===== config.mk =====
export PLATFORM = sky130hd
export DESIGN_NAME = rtc_bcd_calendar
export DESIGN_NICKNAME = d
export VERILOG_FILES = /design/src/rtl/rtc_cal_pkg.sv /design/src/rtl/rtc_next_time.sv /design/src/rtl/rtc_shadow_buf.sv /design/src/rtl/rtc_live_counters.sv /design/src/rtl/rtc_bcd_calendar.sv
export SDC_FILE = /design/constraint.sdc
export NUM_CORES = 1
export LEC_CHECK = 0
export BUFFER_PORTS_ARGS = -buffer_cell sky130_fd_sc_hd__buf_2
export CORE_UTILIZATION = 50
export DETAILED_ROUTE_END_ITERATION = 16
export PLACE_DENSITY = 0.75
export RECOVER_POWER = 50
export SLEW_MARGIN = 20
export SYNTH_ARGS = -nofsm -noshare
export SYNTH_HDL_FRONTEND = slang
export SYNTH_SLANG_ARGS = --single-unit

===== constraint.sdc =====
create_clock -name clk -period 3.5 [get_ports clk]
set_input_delay 0 -clock clk [delete_from_list [all_inputs] [get_ports clk]]
set_output_delay 0 -clock clk [all_outputs]
set_load 0.03 [all_outputs]

===== src/rtl/rtc_cal_pkg.sv =====
package rtc_cal_pkg;

    localparam int FIELD_CNT = 8;
    localparam int BYTE_W    = 8;
    localparam int ADDR_W    = $clog2(FIELD_CNT);
    localparam int VEC_W     = FIELD_CNT * BYTE_W;

    localparam int HOUR_MODE24_BIT = 7;
    localparam int HOUR_PM_BIT     = 5;

    typedef enum logic [ADDR_W-1:0] {
        FLD_SEC   = 3'd0,
        FLD_MIN   = 3'd1,
        FLD_HOUR  = 3'd2,
        FLD_DATE  = 3'd3,
        FLD_MONTH = 3'd4,
        FLD_YEAR  = 3'd5,
        FLD_DOW   = 3'd6,
        FLD_CENT  = 3'd7
    } field_e;

    // Byte i of the packed vector is the field at address i.
    typedef struct packed {
        logic [BYTE_W-1:0] cent;
        logic [BYTE_W-1:0] dow;
        logic [BYTE_W-1:0] year;
        logic [BYTE_W-1:0] month;
        logic [BYTE_W-1:0] date;
        logic [BYTE_W-1:0] hour;
        logic [BYTE_W-1:0] min;
        logic [BYTE_W-1:0] sec;
    } cal_t;

    localparam cal_t CAL_RESET = '{
        cent:  8'h20,
        dow:   8'h00,
        year:  8'h00,
        month: 8'h01,
        date:  8'h01,
        hour:  8'h80,
        min:   8'h00,
        sec:   8'h00
    };

    function automatic logic [7:0] bcd_inc(input logic [7:0] b);
        if (b[3:0] == 4'd9)
            return {b[7:4] + 4'd1, 4'd0};
        else
            return {b[7:4], b[3:0] + 4'd1};
    endfunction

    // Divisible by four: even tens need units 0/4/8, odd tens need 2/6.
    function automatic logic bcd_is_leap(input logic [7:0] y);
        if (!y[4])
            return (y[3:0] == 4'd0) || (y[3:0] == 4'd4) || (y[3:0] == 4'd8);
        else
            return (y[3:0] == 4'd2) || (y[3:0] == 4'd6);
    endfunction

    function automatic logic [7:0] bcd_last_day(input logic [7:0] m, input logic [7:0] y);
        case (m)
            8'h02:                      return bcd_is_leap(y) ? 8'h29 : 8'h28;
            8'h04, 8'h06, 8'h09, 8'h11: return 8'h30;
            default:                    return 8'h31;
        endcase
    endfunction

endpackage


===== src/rtl/rtc_next_time.sv =====
module rtc_next_time
    import rtc_cal_pkg::*;
(
    input  cal_t cur,
    output cal_t nxt
);
    logic       sec_wrap;
    logic       min_wrap;
    logic       day_carry;
    logic       mon_carry;
    logic       year_carry;
    logic [7:0] h_tmp;
    logic [7:0] h12;
    logic       pm_n;

    always_comb begin
        nxt        = cur;
        day_carry  = 1'b0;
        mon_carry  = 1'b0;
        year_carry = 1'b0;
        h_tmp      = 8'h00;
        h12        = {3'b000, cur.hour[4:0]};
        pm_n       = cur.hour[HOUR_PM_BIT];

        sec_wrap = (cur.sec == 8'h59);
        min_wrap = sec_wrap && (cur.min == 8'h59);
        nxt.sec  = sec_wrap ? 8'h00 : bcd_inc(cur.sec);

        if (sec_wrap)
            nxt.min = (cur.min == 8'h59) ? 8'h00 : bcd_inc(cur.min);

        if (min_wrap) begin
            if (cur.hour[HOUR_MODE24_BIT]) begin
                if (cur.hour[5:0] == 6'h23) begin
                    nxt.hour  = 8'h80;
                    day_carry = 1'b1;
                end else begin
                    h_tmp    = bcd_inc({2'b00, cur.hour[5:0]});
                    nxt.hour = {1'b1, 1'b0, h_tmp[5:0]};
                end
            end else begin
                if (h12 == 8'h11) begin
                    h_tmp     = 8'h12;
                    pm_n      = ~cur.hour[HOUR_PM_BIT];
                    day_carry = cur.hour[HOUR_PM_BIT];
                end else if (h12 == 8'h12) begin
                    h_tmp = 8'h01;
                end else begin
                    h_tmp = bcd_inc(h12);
                end
                nxt.hour = {1'b0, cur.hour[6], pm_n, h_tmp[4:0]};
            end
        end

        if (day_carry) begin
            nxt.dow = (cur.dow[2:0] == 3'd6) ? 8'h00 : {5'b0, cur.dow[2:0] + 3'd1};
            if (cur.date == bcd_last_day(cur.month, cur.year)) begin
                nxt.date  = 8'h01;
                mon_carry = 1'b1;
            end else begin
                nxt.date = bcd_inc(cur.date);
            end
        end

        if (mon_carry) begin
            if (cur.month == 8'h12) begin
                nxt.month  = 8'h01;
                year_carry = 1'b1;
            end else begin
                nxt.month = bcd_inc(cur.month);
            end
        end

        if (year_carry) begin
            if (cur.year == 8'h99) begin
                nxt.year = 8'h00;
                if (cur.cent == 8'h19)
                    nxt.cent = 8'h20;
            end else begin
                nxt.year = bcd_inc(cur.year);
            end
        end
    end
endmodule


===== src/rtl/rtc_shadow_buf.sv =====
module rtc_shadow_buf
    import rtc_cal_pkg::*;
(
    input  logic              clk,
    input  logic              rst,
    input  cal_t              live,
    input  logic              wr_en,
    input  logic [ADDR_W-1:0] wr_addr,
    input  logic [7:0]        wr_data,
    input  logic              commit_en,
    input  logic              abort_en,
    output cal_t              buf_q,
    output logic              commit_apply
);
    logic             active;
    logic [VEC_W-1:0] base_v;
    logic [VEC_W-1:0] merged_v;

    assign base_v       = active ? buf_q : live;
    assign commit_apply = commit_en && active;

    generate
        for (genvar i = 0; i < FIELD_CNT; i++) begin : g_byte
            assign merged_v[BYTE_W*i +: BYTE_W] =
                (wr_addr == ADDR_W'(i)) ? wr_data : base_v[BYTE_W*i +: BYTE_W];
        end
    endgenerate

    always_ff @(posedge clk) begin
        if (rst) begin
            active <= 1'b0;
            buf_q  <= CAL_RESET;
        end else if (commit_en || abort_en) begin
            active <= 1'b0;
        end else if (wr_en) begin
            active <= 1'b1;
            buf_q  <= cal_t'(merged_v);
        end
    end

    // a first write opens the session and loads untouched bytes from live
    assert_session_load_R9: assert property (@(posedge clk) disable iff (rst)
        (wr_en && !active && !commit_en && !abort_en && wr_addr != FLD_SEC)
            |=> (active && buf_q.sec == $past(live.sec)));

    // abort closes the session
    assert_abort_close_R10: assert property (@(posedge clk) disable iff (rst)
        abort_en |=> !active);
endmodule


===== src/rtl/rtc_live_counters.sv =====
module rtc_live_counters
    import rtc_cal_pkg::*;
(
    input  logic clk,
    input  logic rst,
    input  logic sec_tick,
    input  logic commit_apply,
    input  cal_t commit_val,
    output cal_t live,
    output logic power_lost
);
    cal_t nxt;

    rtc_next_time u_next (
        .cur (live),
        .nxt (nxt)
    );

    always_ff @(posedge clk) begin
        if (rst) begin
            live       <= CAL_RESET;
            power_lost <= 1'b1;
        end else if (commit_apply) begin
            live       <= commit_val;
            power_lost <= 1'b0;
        end else if (sec_tick && !power_lost) begin
            live <= nxt;
        end
    end

    // frozen while the power-loss flag is up
    assert_frozen_R12: assert property (@(posedge clk) disable iff (rst)
        (power_lost && !commit_apply) |=> $stable(live));

    // first commit clears the flag
    assert_flag_clear_R12: assert property (@(posedge clk) disable iff (rst)
        commit_apply |=> !power_lost);

    // commit loads the buffer regardless of a same-cycle tick
    assert_commit_load_R11: assert property (@(posedge clk) disable iff (rst)
        commit_apply |=> (live == $past(commit_val)));

    // seconds wrap on a tick
    assert_sec_wrap_R1: assert property (@(posedge clk) disable iff (rst)
        (sec_tick && !power_lost && !commit_apply && live.sec == 8'h59)
            |=> (live.sec == 8'h00));

    // without a commit the century can only move to 20
    assert_century_R6: assert property (@(posedge clk) disable iff (rst)
        !commit_apply |=> (live.cent == $past(live.cent) || live.cent == 8'h20));

    // day of week stays in range when counting
    assert_dow_range_R7: assert property (@(posedge clk) disable iff (rst)
        (!commit_apply && live.dow <= 8'h06) |=> (live.dow <= 8'h06));
endmodule


===== src/rtl/rtc_bcd_calendar.sv =====
module rtc_bcd_calendar
    import rtc_cal_pkg::*;
(
    input  logic       clk,
    input  logic       rst,
    input  logic       sec_tick,
    input  logic [2:0] reg_addr,
    input  logic [7:0] wr_data,
    input  logic       wr_en,
    input  logic       snap_en,
    input  logic       commit_en,
    input  logic       abort_en,
    output logic [7:0] rd_data,
    output logic       power_lost
);
    cal_t             live;
    cal_t             shadow;
    cal_t             snap_q;
    logic             commit_apply;
    logic [VEC_W-1:0] snap_v;

    rtc_shadow_buf u_buf (
        .clk          (clk),
        .rst          (rst),
        .live         (live),
        .wr_en        (wr_en),
        .wr_addr      (reg_addr),
        .wr_data      (wr_data),
        .commit_en    (commit_en),
        .abort_en     (abort_en),
        .buf_q        (shadow),
        .commit_apply (commit_apply)
    );

    rtc_live_counters u_cnt (
        .clk          (clk),
        .rst          (rst),
        .sec_tick     (sec_tick),
        .commit_apply (commit_apply),
        .commit_val   (shadow),
        .live         (live),
        .power_lost   (power_lost)
    );

    always_ff @(posedge clk) begin
        if (rst)
            snap_q <= CAL_RESET;
        else if (snap_en)
            snap_q <= live;
    end

    assign snap_v  = snap_q;
    assign rd_data = snap_v[{reg_addr, 3'b000} +: BYTE_W];

    // latch holds between snapshots
    assert_snap_hold_R8: assert property (@(posedge clk) disable iff (rst)
        !snap_en |=> $stable(snap_q));

    // snapshot captures the live counters
    assert_snap_take_R8: assert property (@(posedge clk) disable iff (rst)
        snap_en |=> (snap_q == $past(live)));
endmodule


==> summary by stage <==
Cells and area
Fill cells in the final layout number between 1500 and 2000. The repair_antennas step left the layout with diodes totalling 0. The area occupied by multi-input gates is 0.00536 mm2. After routing the design area is 0.0107 mm2.

The layout cell share with drive strength beyond 1 is 10.3%. The signed area change from the synthesized netlist to the final layout is 10.3%. The area of all sequential standard cells is between 0.003 and 0.004 mm2. In the final design database the tool counted between 1000 and 1500 nets.

Logic synthesis
In this run the mean area of a mapped cell was approximately 8.8 um2. The count of warnings emitted by yosys is 0. Of all flip-flops after synthesis, the portion carrying an async set or reset was 0%.

After synthesis, flip-flops and latches occupy 40.1% of the total area. Yosys mapped the design onto 66 distinct sky130hd cell types. Counting every instance in the synthesized netlist gives between 1000 and 1500.

The number of nets produced by synthesis is 1133. In this run, synthesis inferred 0 flip-flops with an integrated enable. The main flop type after synthesis is sky130_fd_sc_hd__dfxtp_1. The total of flip-flops plus latches after synthesis is between 150 and 200. The netlist area before placement is between 0.009 and 0.01 mm2.

Clock network
TritonCTS built the clock tree. The count of hold-fix buffers inserted at cts is 3. The maximum level of the CTS H-tree is 4. The number of clock sinks is between 150 and 200.

After clock tree synthesis, the repair step resized 0 gates. The total clock buffers created by CTS is 17. The buffer depth of the longest clock path is 2. The tree is rooted in a sky130_fd_sc_hd__clkbuf_16. The clock transition at the registers of the reported paths is roughly 0.070 ns. Buffers added to address setup during post-CTS repair amount to 0. Clock latency on the worst-skew pair, taken at its later pin, is between 0.4 and 0.5 ns.

Worst setup path
The critical path starts at u_cnt.live[36]. For this run, the slowest stage of the critical path takes 0.50 ns. Along the worst path, the maximum fanout reaches 13. The launch point of the worst reg-to-reg path is u_cnt.live[36].

Traced cell by cell, the critical path runs through inv_1, ha_1, or3b_4, o32a_1, nor4_2, mux2_4, or4_4, a221oi_2. In this run the critical register-to-register path is captured at u_cnt.live[25]. The logic depth of the worst setup path including buffers is 8.

The launching element type of the critical path is a flop. The arrival time at the worst endpoint is around 3.2 ns. The largest individual stage delay along the critical path comes from the cell sky130_fd_sc_hd__or4_4. The worst path buffer plus inverter count is 1.

The element type at the critical path end is a flop. The cell family contributing the most delay on the critical path is simple AND/OR/NAND/NOR gates. The register-to-register setup slack is roughly 0.66 ns. STA puts the critical path data required time at roughly 3.8 ns. For the worst flop-to-flop path, the logic depth is 8.

By startpoint and endpoint, the worst setup path is classified as reg2reg.

Die
The cell row count is 50. The die covers ~0.020 mm2. The number of ports placed on the die boundary is 27. The area of the core region is 0.0188 mm2. In this run the vertical extent of the chip is 141 um. The initial core utilization is 51.5%. The width of the die is ~140 um.

Flow run
The max-cap violation count is 2.

Worst hold path
The number of instances on the worst hold path is 2. The hold path endpoint is snap_q[43]. The startpoint identified for the worst hold timing path is rst. The classification of the worst-slack hold path is in2reg.

Power and ir drop
In this run switching power makes up 23.1% of total power. For this design the ratio of total power to cell area is 467 mW/mm2. The standby leakage power is 4.05 nW. The part of the power in registers is 46.3%. The clock network burns 46.1% of the power. Combinational logic burns ~7.6% of the power. The worst-case vdd ir drop is 0.376 mV.

The analysis attributes to net switching a power of 1.15 mW. The internal portion of total power is 3.84 mW.

Timing
The clock arrives with 0.0115 ns of skew. The number of hold violations in the final report is 0. Setup repair after global routing left no endpoint under its margin. The worst-case hold slack is 0.0716 ns. The worst slew margin relative to its limit is -46.0%.

The setup total negative slack is 0 ns. The routed design could run at a clock period as short as roughly 2.8 ns. Derived from the worst setup path, the maximum achievable clock frequency is 0.353 GHz.

At the pin with the least slew margin, the transition time is ~2.2 ns. The max-slew violation total from the final report is 90. The final critical path takes up 81.0% of the cycle. Setup violations remaining at the end of the flow were counted as 0.

Drt
After the first detailed-routing iteration, the DRC count stood at 929. The total via count in the routed design is 8169. The number of iterations in the first detailed-routing pass is 8. In the final routed layout, each cell accounts on average for slightly below 20 um. The detailed-route DRC error count is 0. The total routed wirelength is 26100 um.

In this run the remaining antenna-violating nets after routing total 0. After detailed routing, the number of vias per cell comes to around 6.

Run status
The checks that failed: max-capacitance violations, max-slew violations. The run finished, with violations left.

GRT
The global-route wire length before repair is between 40000 and 50000 um. The largest net degree at the start of global routing is 72. The via count of the first global-routing pass is 7504.

The number of antenna violations at the first check in global routing is 0. The global-route usage over all layers is 27.2%. The total overflow left after global routing is 0.

Place
Once placement finished, the instance area stood at 0.0100 mm2. The port buffer count is 26. The congestion estimate from routability-driven global placement came to roughly 0.90. The detailed placer's ending HPWL is 17100 um.
==> power by group through the flow <==
stage	sequential, mW	combinational [mW]	clock (mW)
after global placement	2.36	0.366	0
after detailed placement	2.36	0.371	0
after floorplan	2.34	0.284	0
final	2.31	0.380	2.30
after global routing	2.32	0.414	2.41
after CTS	2.31	0.377	2.32
==> layout by cell type (no fill, tap or decap), types with 12 or more instances in the layout <==
cell type                   Yosys  final
sky130_fd_sc_hd__a211oi_1      75     75
sky130_fd_sc_hd__clkbuf_16      0     17
sky130_fd_sc_hd__nand3_1       24     24
sky130_fd_sc_hd__mux2i_1      128    128
sky130_fd_sc_hd__dfxtp_1      194    194
sky130_fd_sc_hd__inv_1         25     25
sky130_fd_sc_hd__ha_1          17     17
sky130_fd_sc_hd__nor2_1       187    187
sky130_fd_sc_hd__buf_2          7     22
sky130_fd_sc_hd__o21ai_0       38     38
sky130_fd_sc_hd__nor3_1        12     12
sky130_fd_sc_hd__a22oi_1       15     15
sky130_fd_sc_hd__a21oi_1       43     43
sky130_fd_sc_hd__mux4_2        16     16
sky130_fd_sc_hd__buf_4          1     20
sky130_fd_sc_hd__nand2_1       89     89
==> routing by layer <==
| layer | track usage (%) | up-vias | routed length (um) |
|---|---|---|---|
| met3 | 4.52 | 43 | 1630 |
| met4 | 8.18 | 0 | 592 |
| met5 | 0 | - | 0 |
| met2 | 43.6 | 312 | 12100 |
| li1 | - | 3926 | - |
| met1 | 37.6 | 3888 | 11800 |
==> metrics by stage <==
| stage | std cells | utilization (%) | setup slack, ns | power [mW] |
|---|---|---|---|---|
| after floorplan | 1098 | - | 0.974 | 2.62 |
| after global placement | 1321 | 53.1 | 0.802 | 2.72 |
| after detailed placement | 1321 | 53.1 | 0.723 | 2.73 |
| after CTS | 1355 | 57.0 | 0.685 | 5.01 |
| after global routing | 1355 | 56.8 | 0.369 | 5.14 |
| final | 1355 | 56.8 | 0.665 | 4.99 |
==> Yosys cell counts (4+ instances only) <==
cell type | n | area share [%]
sky130_fd_sc_hd__mux4_2 | 16 | 3.7
sky130_fd_sc_hd__nand3_1 | 24 | 1.2
sky130_fd_sc_hd__ha_1 | 17 | 2.2
sky130_fd_sc_hd__nand4_1 | 4 | 0.26
sky130_fd_sc_hd__o21ai_0 | 38 | 2.0
sky130_fd_sc_hd__inv_1 | 25 | 0.97
sky130_fd_sc_hd__nor3b_1 | 6 | 0.46
sky130_fd_sc_hd__and3_1 | 5 | 0.32
sky130_fd_sc_hd__dfxtp_1 | 194 | 40
sky130_fd_sc_hd__xnor2_1 | 5 | 0.45
sky130_fd_sc_hd__mux2i_1 | 128 | 13
sky130_fd_sc_hd__o31ai_1 | 5 | 0.39
sky130_fd_sc_hd__a32o_1 | 4 | 0.41
sky130_fd_sc_hd__nor2_1 | 187 | 7.2
sky130_fd_sc_hd__nand2_1 | 89 | 3.4
sky130_fd_sc_hd__a22oi_1 | 15 | 1.2
sky130_fd_sc_hd__nor3_1 | 12 | 0.62
sky130_fd_sc_hd__mux2_2 | 9 | 1.0
sky130_fd_sc_hd__nand2b_1 | 10 | 0.65
sky130_fd_sc_hd__a221o_1 | 4 | 0.41
sky130_fd_sc_hd__o211ai_1 | 8 | 0.62
sky130_fd_sc_hd__clkbuf_1 | 57 | 2.2
sky130_fd_sc_hd__nor4_1 | 4 | 0.26
sky130_fd_sc_hd__a21oi_1 | 43 | 2.2
sky130_fd_sc_hd__o22ai_1 | 4 | 0.26
sky130_fd_sc_hd__a211oi_1 | 75 | 5.8
sky130_fd_sc_hd__a221oi_1 | 5 | 0.45
sky130_fd_sc_hd__a31oi_1 | 9 | 0.58
sky130_fd_sc_hd__buf_1 | 25 | 0.97
sky130_fd_sc_hd__nand3b_1 | 7 | 0.54
sky130_fd_sc_hd__buf_2 | 7 | 0.36
sky130_fd_sc_hd__nor2b_1 | 4 | 0.26
==> worst max-delay path by stage <==
stage | end | slack (ns)
global placement | u_cnt.live[25] | 0.80
finish | u_cnt.live[25] | 0.66
floorplan | u_cnt.live[25] | 0.97
global route | u_buf.buf_q[60] | 0.37
detailed placement | u_cnt.live[25] | 0.72
CTS | u_cnt.live[25] | 0.69
==> cell families (layout without fill, tap and decap cells) <==
kind of cell	Yosys count	in the layout	synth area share (%)
AOI/OAI and AO/OA	239	239	17.3
xor gates and xnor gates	5	5	0.452
adders and majority gates	17	17	2.19
buffers and inverters	116	113	4.70
DFF	194	194	40.1
muxes	154	154	18.1
and+or+nand+nor	373	373	17.2
==> state kept, by name, indices dropped and copies added, names as in the netlist <==
name              cells
snap_q               64
u_cnt.live           64
u_buf.buf_q          64
u_cnt.power_lost      1
u_buf.active          1
==> final cells by class <==
class / instances / share of cell area (%)
tap: 260 / 3.04
clock inverter: 13 / 2.39
inverter: 25 / 0.878
timing repair buffer: 57 / 3.15
sequential: 194 / 36.3
multi-input combinational: 788 / 50.1
clock buffer: 18 / 4.11
Power figures use the tool's default switching activity.
